**config.mk**
```make
export PLATFORM = sky130hd
export DESIGN_NAME = wprot_gate
export DESIGN_NICKNAME = d
export VERILOG_FILES = /design/src/rtl/wprot_pkg.sv /design/src/rtl/wprot_blkmap.sv /design/src/rtl/wprot_lockreg.sv /design/src/rtl/wprot_decide.sv /design/src/rtl/wprot_gate.sv
export SDC_FILE = /design/constraint.sdc
export NUM_CORES = 1
export LEC_CHECK = 0
export ABC_AREA = 1
export BUFFER_PORTS_ARGS = -buffer_cell sky130_fd_sc_hd__clkbuf_2
export CORE_MARGIN = 2
export CORE_UTILIZATION = 45
export CTS_CLUSTER_DIAMETER = 100
export DETAILED_ROUTE_END_ITERATION = 16
export HOLD_SLACK_MARGIN = 0.03
export PLACE_DENSITY_LB_ADDON = 0.2
export SLEW_MARGIN = 0
export SYNTH_ARGS = -nofsm -noshare
export SYNTH_HDL_FRONTEND = slang
export SYNTH_HIERARCHICAL = 1
export SYNTH_SLANG_ARGS = --single-unit
```
**constraint.sdc**
```tcl
create_clock -name clk -period 2 [get_ports clk]
set_input_delay 0.5 -clock clk [delete_from_list [all_inputs] [get_ports clk]]
set_output_delay 0.5 -clock clk [all_outputs]
set_load 0.02 [all_outputs]
```
**src/rtl/wprot_pkg.sv**
```systemverilog
package wprot_pkg;
  localparam int ADDR_W  = 18;
  localparam int NUM_BLK = 7;
  localparam int BLK_W   = $clog2(NUM_BLK);
  localparam int TOP_BLK = NUM_BLK - 1;

  // Lower bound of each block; entry NUM_BLK is one past the array end.
  localparam logic [ADDR_W:0] BLK_BASE [0:NUM_BLK] = '{
    19'h00000, 19'h10000, 19'h20000, 19'h30000,
    19'h38000, 19'h3A000, 19'h3C000, 19'h40000
  };

  typedef struct packed {
    logic permit;
    logic e_sup;
    logic e_prot;
  } verdict_t;
endpackage

```
**src/rtl/wprot_blkmap.sv**
```systemverilog
module wprot_blkmap
  import wprot_pkg::*;
(
  input  logic [ADDR_W-1:0]  addr,
  output logic [NUM_BLK-1:0] hit,
  output logic [BLK_W-1:0]   blk
);
  logic [ADDR_W:0] addr_x;
  assign addr_x = {1'b0, addr};

  for (genvar i = 0; i < NUM_BLK; i++) begin : g_cmp
    assign hit[i] = (addr_x >= BLK_BASE[i]) && (addr_x < BLK_BASE[i+1]);
  end

  always_comb begin
    blk = '0;
    for (int i = 0; i < NUM_BLK; i++)
      if (hit[i]) blk = BLK_W'(i);
  end
endmodule

```
**src/rtl/wprot_lockreg.sv**
```systemverilog
module wprot_lockreg
  import wprot_pkg::*;
(
  input  logic               clk,
  input  logic               rst,
  input  logic               we,
  input  logic               prog_if,
  input  logic [BLK_W-1:0]   idx,
  input  logic               val,
  output logic [NUM_BLK-1:0] lock_q
);
  logic idx_ok;
  assign idx_ok = idx < BLK_W'(NUM_BLK);

  always_ff @(posedge clk) begin
    if (rst)
      lock_q <= '0;
    else if (we && !prog_if && idx_ok)
      lock_q[idx] <= val;
  end

  // dropped writes leave every lock bit unchanged
  assert_drop_write_R9: assert property (@(posedge clk) disable iff (rst)
    (we && (prog_if || !idx_ok)) |=> $stable(lock_q));
endmodule

```
**src/rtl/wprot_decide.sv**
```systemverilog
module wprot_decide
  import wprot_pkg::*;
(
  input  logic [BLK_W-1:0]   blk,
  input  logic [NUM_BLK-1:0] lock_q,
  input  logic               top_lock_n,
  input  logic               wr_prot_n,
  input  logic               prog_if,
  input  logic               vpp_ok,
  output verdict_t           v
);
  logic is_top, pin_block, locked;

  assign is_top    = (blk == BLK_W'(TOP_BLK));
  assign pin_block = is_top ? !top_lock_n : !wr_prot_n;
  assign locked    = lock_q[blk];

  always_comb begin
    v = '0;
    if (!vpp_ok)
      v.e_sup = 1'b1;
    else if (prog_if)
      v.permit = 1'b1;
    else if (pin_block || locked)
      v.e_prot = 1'b1;
    else
      v.permit = 1'b1;
  end
endmodule

```
**src/rtl/wprot_gate.sv**
```systemverilog
module wprot_gate
  import wprot_pkg::*;
(
  input  logic              clk,
  input  logic              rst,
  input  logic              req_valid,
  input  logic [ADDR_W-1:0] req_addr,
  input  logic              top_lock_n,
  input  logic              wr_prot_n,
  input  logic              prog_if_sel,
  input  logic              vpp_ok,
  input  logic              lock_we,
  input  logic [BLK_W-1:0]  lock_idx,
  input  logic              lock_val,
  output logic              resp_valid,
  output logic [BLK_W-1:0]  resp_blk,
  output logic              resp_permit,
  output logic              err_supply,
  output logic              err_prot
);
  logic [NUM_BLK-1:0] hit;
  logic [BLK_W-1:0]   blk;
  logic [NUM_BLK-1:0] lock_q;
  verdict_t           v;

  wprot_blkmap u_map (.addr(req_addr), .hit(hit), .blk(blk));

  wprot_lockreg u_lock (
    .clk(clk), .rst(rst), .we(lock_we), .prog_if(prog_if_sel),
    .idx(lock_idx), .val(lock_val), .lock_q(lock_q)
  );

  wprot_decide u_dec (
    .blk(blk), .lock_q(lock_q), .top_lock_n(top_lock_n),
    .wr_prot_n(wr_prot_n), .prog_if(prog_if_sel), .vpp_ok(vpp_ok), .v(v)
  );

  always_ff @(posedge clk) begin
    if (rst) begin
      resp_valid  <= 1'b0;
      resp_blk    <= '0;
      resp_permit <= 1'b0;
      err_supply  <= 1'b0;
      err_prot    <= 1'b0;
    end else begin
      resp_valid  <= req_valid;
      resp_blk    <= req_valid ? blk : '0;
      resp_permit <= req_valid && v.permit;
      err_supply  <= req_valid && v.e_sup;
      err_prot    <= req_valid && v.e_prot;
    end
  end

  // every address lands in exactly one block
  assert_one_block_R1: assert property (@(posedge clk) disable iff (rst)
    req_valid |-> $countones(hit) == 1);
  // error flags are exclusive and never accompany a permit
  assert_err_excl_R10: assert property (@(posedge clk) disable iff (rst)
    !(err_supply && err_prot) && !(resp_permit && (err_supply || err_prot)));
  // a low supply always refuses with the supply error
  assert_supply_R7: assert property (@(posedge clk) disable iff (rst)
    (req_valid && !vpp_ok) |=> (err_supply && !resp_permit));
  // programmer interface permits whenever supply is fine
  assert_prog_if_R6: assert property (@(posedge clk) disable iff (rst)
    (req_valid && vpp_ok && prog_if_sel) |=> resp_permit);
  // boot block pin overrides the lock bits
  assert_top_pin_R3: assert property (@(posedge clk) disable iff (rst)
    (req_valid && vpp_ok && !prog_if_sel && !top_lock_n && req_addr >= 18'h3C000)
      |=> (err_prot && !resp_permit));
  // write-protect pin overrides the lock bits for blocks 0 to 5
  assert_wp_pin_R4: assert property (@(posedge clk) disable iff (rst)
    (req_valid && vpp_ok && !prog_if_sel && !wr_prot_n && req_addr < 18'h3C000)
      |=> (err_prot && !resp_permit));
  // no request, no response
  assert_idle_R2: assert property (@(posedge clk) disable iff (rst)
    !req_valid |=> !(resp_valid || resp_permit || err_supply || err_prot));
endmodule

```
==> key figures, run 1 <==
Timing
  • RSZ-0062 raised after global routing: false
  • Finish-stage setup viols: 0
  • Final period utilization: 69.2%
  • Setup TNS: 0 ps
  • Headroom to the max-slew limit: 86.2%
  • Min Tclk post-route: 1380 ps
  • Hold Vio Cnt, Final: 0
  • Worst-margin pin slew: 207 ps
  • Final Skew: 2.24 ps
  • Max-slew violation count: 0
  • FMAX: 0.722 GHz

Critical path
  • R2r endpoint: err_prot$_SDFF_PP0_
  • Critical Path Fanout Max: 4
  • Critical Path Source Type: input pin
  • Reg2reg setup slack: 970 ps
  • Worst Path Buf+Inv: 2
  • CP Cell Sequence: clkbuf_2 > nand2_2 > nor2_2 > nand2_1 > nand2_1 > inv_1 > a21oi_1 > nand3_2 > nand3_2 > nand2_1 > nor2_1 > nand2_1 > nor2_1
  • Slowest-stage cell, CP: a21oi_1
  • Reg2Reg Launch Point: u_lock/lock_q[3]$_SDFFE_PP0P_
  • Critical Path RT: 2220 ps
  • Critical Path Sink Type: flop
  • CP arrival: 1600 ps
  • R2r worst-path depth: 8
  • Worst Setup Path Type: input pin to flop
  • Cell family with most CP delay: simple AND/OR/NAND/NOR gates
  • Max stage delay on crit path: 160 ps
  • CP dominant cell by count: nand2_1

Floorplanning
  • Starting density of the core: 49.3%
  • Core area: 1540 sq um
  • DIE AREA: 2030 sq um
  • Std-Cell Rows: 14
  • Die Span Y: 45.1 microns
  • Die Wd: 45.1 microns
  • IO Pins: 37

Final layout
  • Storage element area: 280 sq um
  • Layout cell share with drive strength beyond 1: 26.5%
  • Fillcell total: 156
  • Post-route cell area: 932 sq um
  • Syn-to-layout area delta: 22.7%
  • Final nets: 183
  • Number of diodes: 0
  • Footprint of the multi-input gates: 370 sq um

Power and ir drop
  • VDD IR-drop max: 0.363 mV
  • Static leakage: 0.519 nW
  • PwrDens: 587 nW/um^2

Routing
  • 1st-pass router iterations: 4
  • Routed Antenna Nets: 0
  • Via count: 769
  • Post-Route WL: 1550 microns
  • Vias per cell: 4.60
  • Number of DRC markers in iteration 0: 6
  • Post-route DRC: 0
  • Per-cell routed wire length: 9.26 microns

Global route
  • Number of global-route vias before repair: 648
  • Largest net degree at the start of global routing: 8
  • Initial antenna violation count: 0
  • All-Layer GR Usage: 17.3%
  • First-pass GRT wire length: 2540 microns
  • GRT overflow: 0

CTS
  • Post-cts resize count: 0
  • Inserted Clock Buffers: 3
  • CTS tree: yes
  • CTS clk-pin slew, worst paths: 80 ps
  • Root Buffer: clkbuf_4
  • Clk_lat worst skew: 270 ps
  • Setup bufs post-CTS: 0
  • Hold Buf Count CTS: 0
  • Clk sink count: 14
  • Clk buf depth: 2
  • H-tree levels: 1

Hold path
  • Hold_sp: rst
  • Hold endpoint: err_prot$_SDFF_PP0_
  • Hold path cells: 2
  • Worst min-delay path class: input pin to flop

Yosys
  • Avg Inst Size Synth: 6.17 sq um
  • Mapped Nets: 153
  • Syn Inst Count: 123
  • Synth warnings: 6
  • Mapped cell area: 759 sq um

Flow run
  • Max-cap viol count: 0

Place
  • Post-placement cell area: 910 sq um
  • Final GP Congestion: 0.765
  • PortBufs: 23
  • Placed wire-length estimate: 1270 microns

Run status
  • Status: finished clean
## worst max-delay path by stage
stage,from,to,depth (start not counted)
floorplan,req_addr[17],err_prot$_SDFF_PP0_,12
global placement,req_addr[16],err_prot$_SDFF_PP0_,13
detailed placement,req_addr[16],err_prot$_SDFF_PP0_,13
CTS,req_addr[16],err_prot$_SDFF_PP0_,13
global route,req_addr[16],err_prot$_SDFF_PP0_,13
finish,req_addr[16],err_prot$_SDFF_PP0_,13
## where the power goes
part           internal (mW)  total (mW)  switching, mW
sequential             0.287       0.290        0.00310
combinational         0.0388       0.102         0.0630
clock                 0.0697       0.156         0.0863
total                  0.395       0.548          0.152
## through the flow
step	hold slack (ps)	power (mW)	worst slack [ps]	util, %	instances
6_report	438	0.548	616	60.5	167
3_3_place_gp	477	0.395	327	59.0	164
3_5_place_dp	478	0.398	337	59.0	164
4_1_cts	427	0.558	617	60.5	167
5_1_grt	425	0.584	478	60.5	167
2_1_floorplan	452	0.356	485	-	123
## layout make-up
type                    instances  area share, %
flip-flops and latches         14           30.1
repair buffers                 25           14.0
clock buffers                   3           2.42
multi-input cells              80           39.7
inverters                      29           11.7
well taps                      16           2.15
## per-layer routing
| layer | track usage (%) | routed length, microns | part of all wire [%] |
|---|---|---|---|
| met5 | 0 | 0 | 0 |
| met1 | 19.8 | 736 | 48 |
| met2 | 30.6 | 728 | 47 |
| met3 | 5.20 | 81 | 5.2 |
| met4 | 5.29 | 0 | 0 |
## cell usage in the layout, fill, tap and decap left out, types with 3 or more instances in the layout
master     n
dfxtp_1   14
nand2_1   29
a21oi_1    3
clkbuf_4   3
nor2_1    25
inv_1     27
nand3_1   12
clkbuf_2  23
## registers in the layout, summed over array words and instances, names as in the netlist
| name | cells |
|---|---|
| u_lock/lock_q | 7 |
| resp_blk | 3 |
| err_prot | 1 |
| err_supply | 1 |
| resp_permit | 1 |
| resp_valid | 1 |
No activity file was read; power rests on OpenSTA's default activity.
==> run 2, diff against run 1 <==
--- a/config.mk
+++ b/config.mk
@@ -5,10 +5,10 @@
 export SDC_FILE = /design/constraint.sdc
 export NUM_CORES = 1
 export LEC_CHECK = 0
-export ABC_AREA = 1
+export ABC_AREA = 0
 export BUFFER_PORTS_ARGS = -buffer_cell sky130_fd_sc_hd__clkbuf_2
 export CORE_MARGIN = 2
-export CORE_UTILIZATION = 45
+export CORE_UTILIZATION = 44
 export CTS_CLUSTER_DIAMETER = 100
 export DETAILED_ROUTE_END_ITERATION = 16
 export HOLD_SLACK_MARGIN = 0.03
==> constraint.sdc (replaced) <==
create_clock -name clk -period 1.4 [get_ports clk]
set_input_delay 0.35 -clock clk [delete_from_list [all_inputs] [get_ports clk]]
set_output_delay 0.35 -clock clk [all_outputs]
set_load 0.02 [all_outputs]
==> key figures, run 2 <==
Place
  • Placed wire-length estimate: 1050 microns (-18%)
  • Pre-CTS WS: -325 ps (-662 ps)
  • PortBufs: 23 (unchanged)
  • Placed Cells: 108 (-34%)
  • Final GP Congestion: 0.719 (-6.0%)

CTS
  • Clk buf depth: 2 (unchanged)
  • Clk sink count: 14 (unchanged)
  • CTS tree: yes
  • CTS clk-pin slew, worst paths: 80 ps (about the same)
  • Root Buffer: clkbuf_4
  • Clk_lat worst skew: 270 ps (about the same)
  • Inserted Clock Buffers: 3 (unchanged)
  • H-tree levels: 1 (unchanged)

Power and ir drop
  • Static leakage: 0.448 nW (-14%)
  • PwrDens: 822 nW/um^2 (+40%)
  • VDD IR-drop max: 0.545 mV (+50%)
  • Sw Share: 25.3% (-2.5 points)
  • Comb power frac: 18.2% (-0.4 points)
  • Internal: 0.574 mW (+45%)
  • Clock power share: 28.4% (about the same)
  • P_sw: 0.195 mW (+28%)
  • Reg power frac: 53.4% (+0.5 points)

Floorplanning
  • IO Pins: 37 (unchanged)
  • Die Wd: 44.5 microns (-1.4%)
  • Starting density of the core: 47.3% (-2.0 points)
  • Std-Cell Rows: 14 (unchanged)
  • Core area: 1520 sq um (-1.1%)
  • DIE AREA: 1980 sq um (-2.7%)
  • Die Span Y: 44.5 microns (-1.4%)

Routing
  • Number of DRC markers in iteration 0: 4 (-2)
  • Post-Route WL: 1350 microns (-13%)
  • Per-cell routed wire length: 12.0 microns (+29%)
  • Post-route DRC: 0 (unchanged)
  • 1st-pass router iterations: 5 (+1)
  • Vias per cell: 5.28 (+15%)
  • Routed Antenna Nets: 0 (unchanged)
  • Via count: 597 (-22%)

Hold path
  • Hold path cells: 3 (+1)
  • Worst min-delay path class: input pin to flop

Global route
  • GRT overflow: 0 (unchanged)
  • All-Layer GR Usage: 14.3% (-2.9 points)
  • Number of global-route vias before repair: 511 (-21%)
  • Largest net degree at the start of global routing: 16 (+8)
  • First-pass GRT wire length: 2080 microns (-18%)
  • Initial antenna violation count: 0 (unchanged)

Timing
  • Headroom to the max-slew limit: 82.8% (-3.4 points)
  • Worst-margin pin slew: 255 ps (+47.9 ps)
  • FMAX: 0.743 GHz
  • Setup ws final: 55.0 ps (-561 ps)
  • Finish-stage setup viols: 0 (unchanged)
  • Max-slew violation count: 0 (unchanged)
  • Final period utilization: 96.1%
  • Final Skew: 3.34 ps (+1.09 ps)
  • Min Tclk post-route: 1350 ps
  • Setup TNS: 0 ps (unchanged)
  • Hold Vio Cnt, Final: 0 (unchanged)

Critical path
  • Critical Path Fanout Max: 2 (-2)
  • Critical Path Source Type: input pin
  • CP arrival: 1520 ps (-80 ps)
  • R2r worst-path depth: 5 (-3)
  • Reg2reg setup slack: 210 ps (-760 ps)
  • Critical Path RT: 1570 ps (-650 ps)
  • R2r endpoint: resp_permit$_SDFF_PP0_
  • Critical Path Sink Type: flop
  • CP startpoint: req_addr[14]
  • Crit path capture: resp_permit$_SDFF_PP0_
  • Reg2Reg Launch Point: u_lock/lock_q[1]$_SDFFE_PP0P_
  • Worst Setup Path Type: input pin to flop

Yosys
  • Syn Inst Count: 69 (-44%)
  • Synth warnings: 6 (unchanged)
  • Avg Inst Size Synth: 10.4 sq um (+69%)
  • Mapped cell area: 721 sq um (-5.1%)
  • Mapped Nets: 99 (-35%)

Final layout
  • Most common cell after layout, fill and taps aside: clkbuf_2
  • Commonest non-fill, non-tap cells in the layout: clkbuf_2 (21), dfxtp_1 (14), mux2i_1 (8)
  • Final nets: 129 (-30%)
  • Syn-to-layout area delta: 29.9%
  • Number of diodes: 0 (unchanged)
  • Biggest regs: u_lock/lock_q: 7 flops, resp_blk: 3 flops
  • Final Core Density: 61.4% (+0.94 points)
  • Max FFs per register: 7 (unchanged)
  • Final Non-Filler Cells: 113 (-32%)
  • Register with the most flip-flops: u_lock/lock_q
  • Layout cell share with drive strength beyond 1: 40.2% (+14 points)

Run status
  • Status: finished clean

Flow run
  • Max-cap viol count: 0 (unchanged)
==> run 2: power groups by stage <==
stage	Clock [mW]	Sequential, mW	Combinational, mW
after floorplan	0	0.429	0.0631
after global placement	0	0.420	0.124
after detailed placement	0	0.420	0.126
after CTS	0.227	0.411	0.136
after global routing	0.247	0.412	0.152
final	0.218	0.411	0.140
==> run 2: cell type report <==
class	count	area, sq um
Inverter	5	18.8
Sequential cell	14	280
Clock buffer	3	22.5
Fill cell	132	588
Timing Repair Buffer	26	146
Tap cell	16	20.0
Multi-Input combinational cell	49	448
==> run 2: stage by stage <==
step | hold slack [ps] | instance area (sq um) | power [mW]
2_1_floorplan | 419 | 742 | 0.492
3_3_place_gp | 464 | 873 | 0.543
3_5_place_dp | 466 | 873 | 0.546
4_1_cts | 347 | 922 | 0.774
5_1_grt | 342 | 936 | 0.810
6_report | 348 | 936 | 0.769
==> run 2: how the worst min path moves through the flow <==
stage                                    endpoint                     startpoint
finish              u_lock/lock_q[0]$_SDFFE_PP0P_                       lock_val
CTS                 u_lock/lock_q[0]$_SDFFE_PP0P_                       lock_val
global placement    u_lock/lock_q[3]$_SDFFE_PP0P_  u_lock/lock_q[3]$_SDFFE_PP0P_
detailed placement  u_lock/lock_q[0]$_SDFFE_PP0P_  u_lock/lock_q[0]$_SDFFE_PP0P_
global route        u_lock/lock_q[0]$_SDFFE_PP0P_                       lock_val
floorplan           u_lock/lock_q[0]$_SDFFE_PP0P_                            rst
==> run 2: what timing repair did <==
action / 4_1_cts / 5_1_grt
setup endpoints to repair: 1 / 1
buffers inserted: 2 / 0
resized for setup: 2 / 5
hold buffers: 0 / 0
pin swaps: 3 / 3
==> run 2: critical path: stages <==
cell and delay (ps):
clkbuf_2 100, nand2b_4 130, a31oi_4 80, buf_4 140
buf_4 120, a211oi_1 160, o21ai_1 120, and2_1 140
and3b_1 160
==> run 2: metal layers <==
| metal | vias to the layer above | global-route usage [%] | wire (microns) |
|---|---|---|---|
| met1 | 271 | 16.9 | 622 |
| met2 | 15 | 24.6 | 659 |
| li1 | 311 | - | - |
| met4 | 0 | 1.82 | 0 |
| met3 | 0 | 6.12 | 69 |
| met5 | - | 0 | 0 |
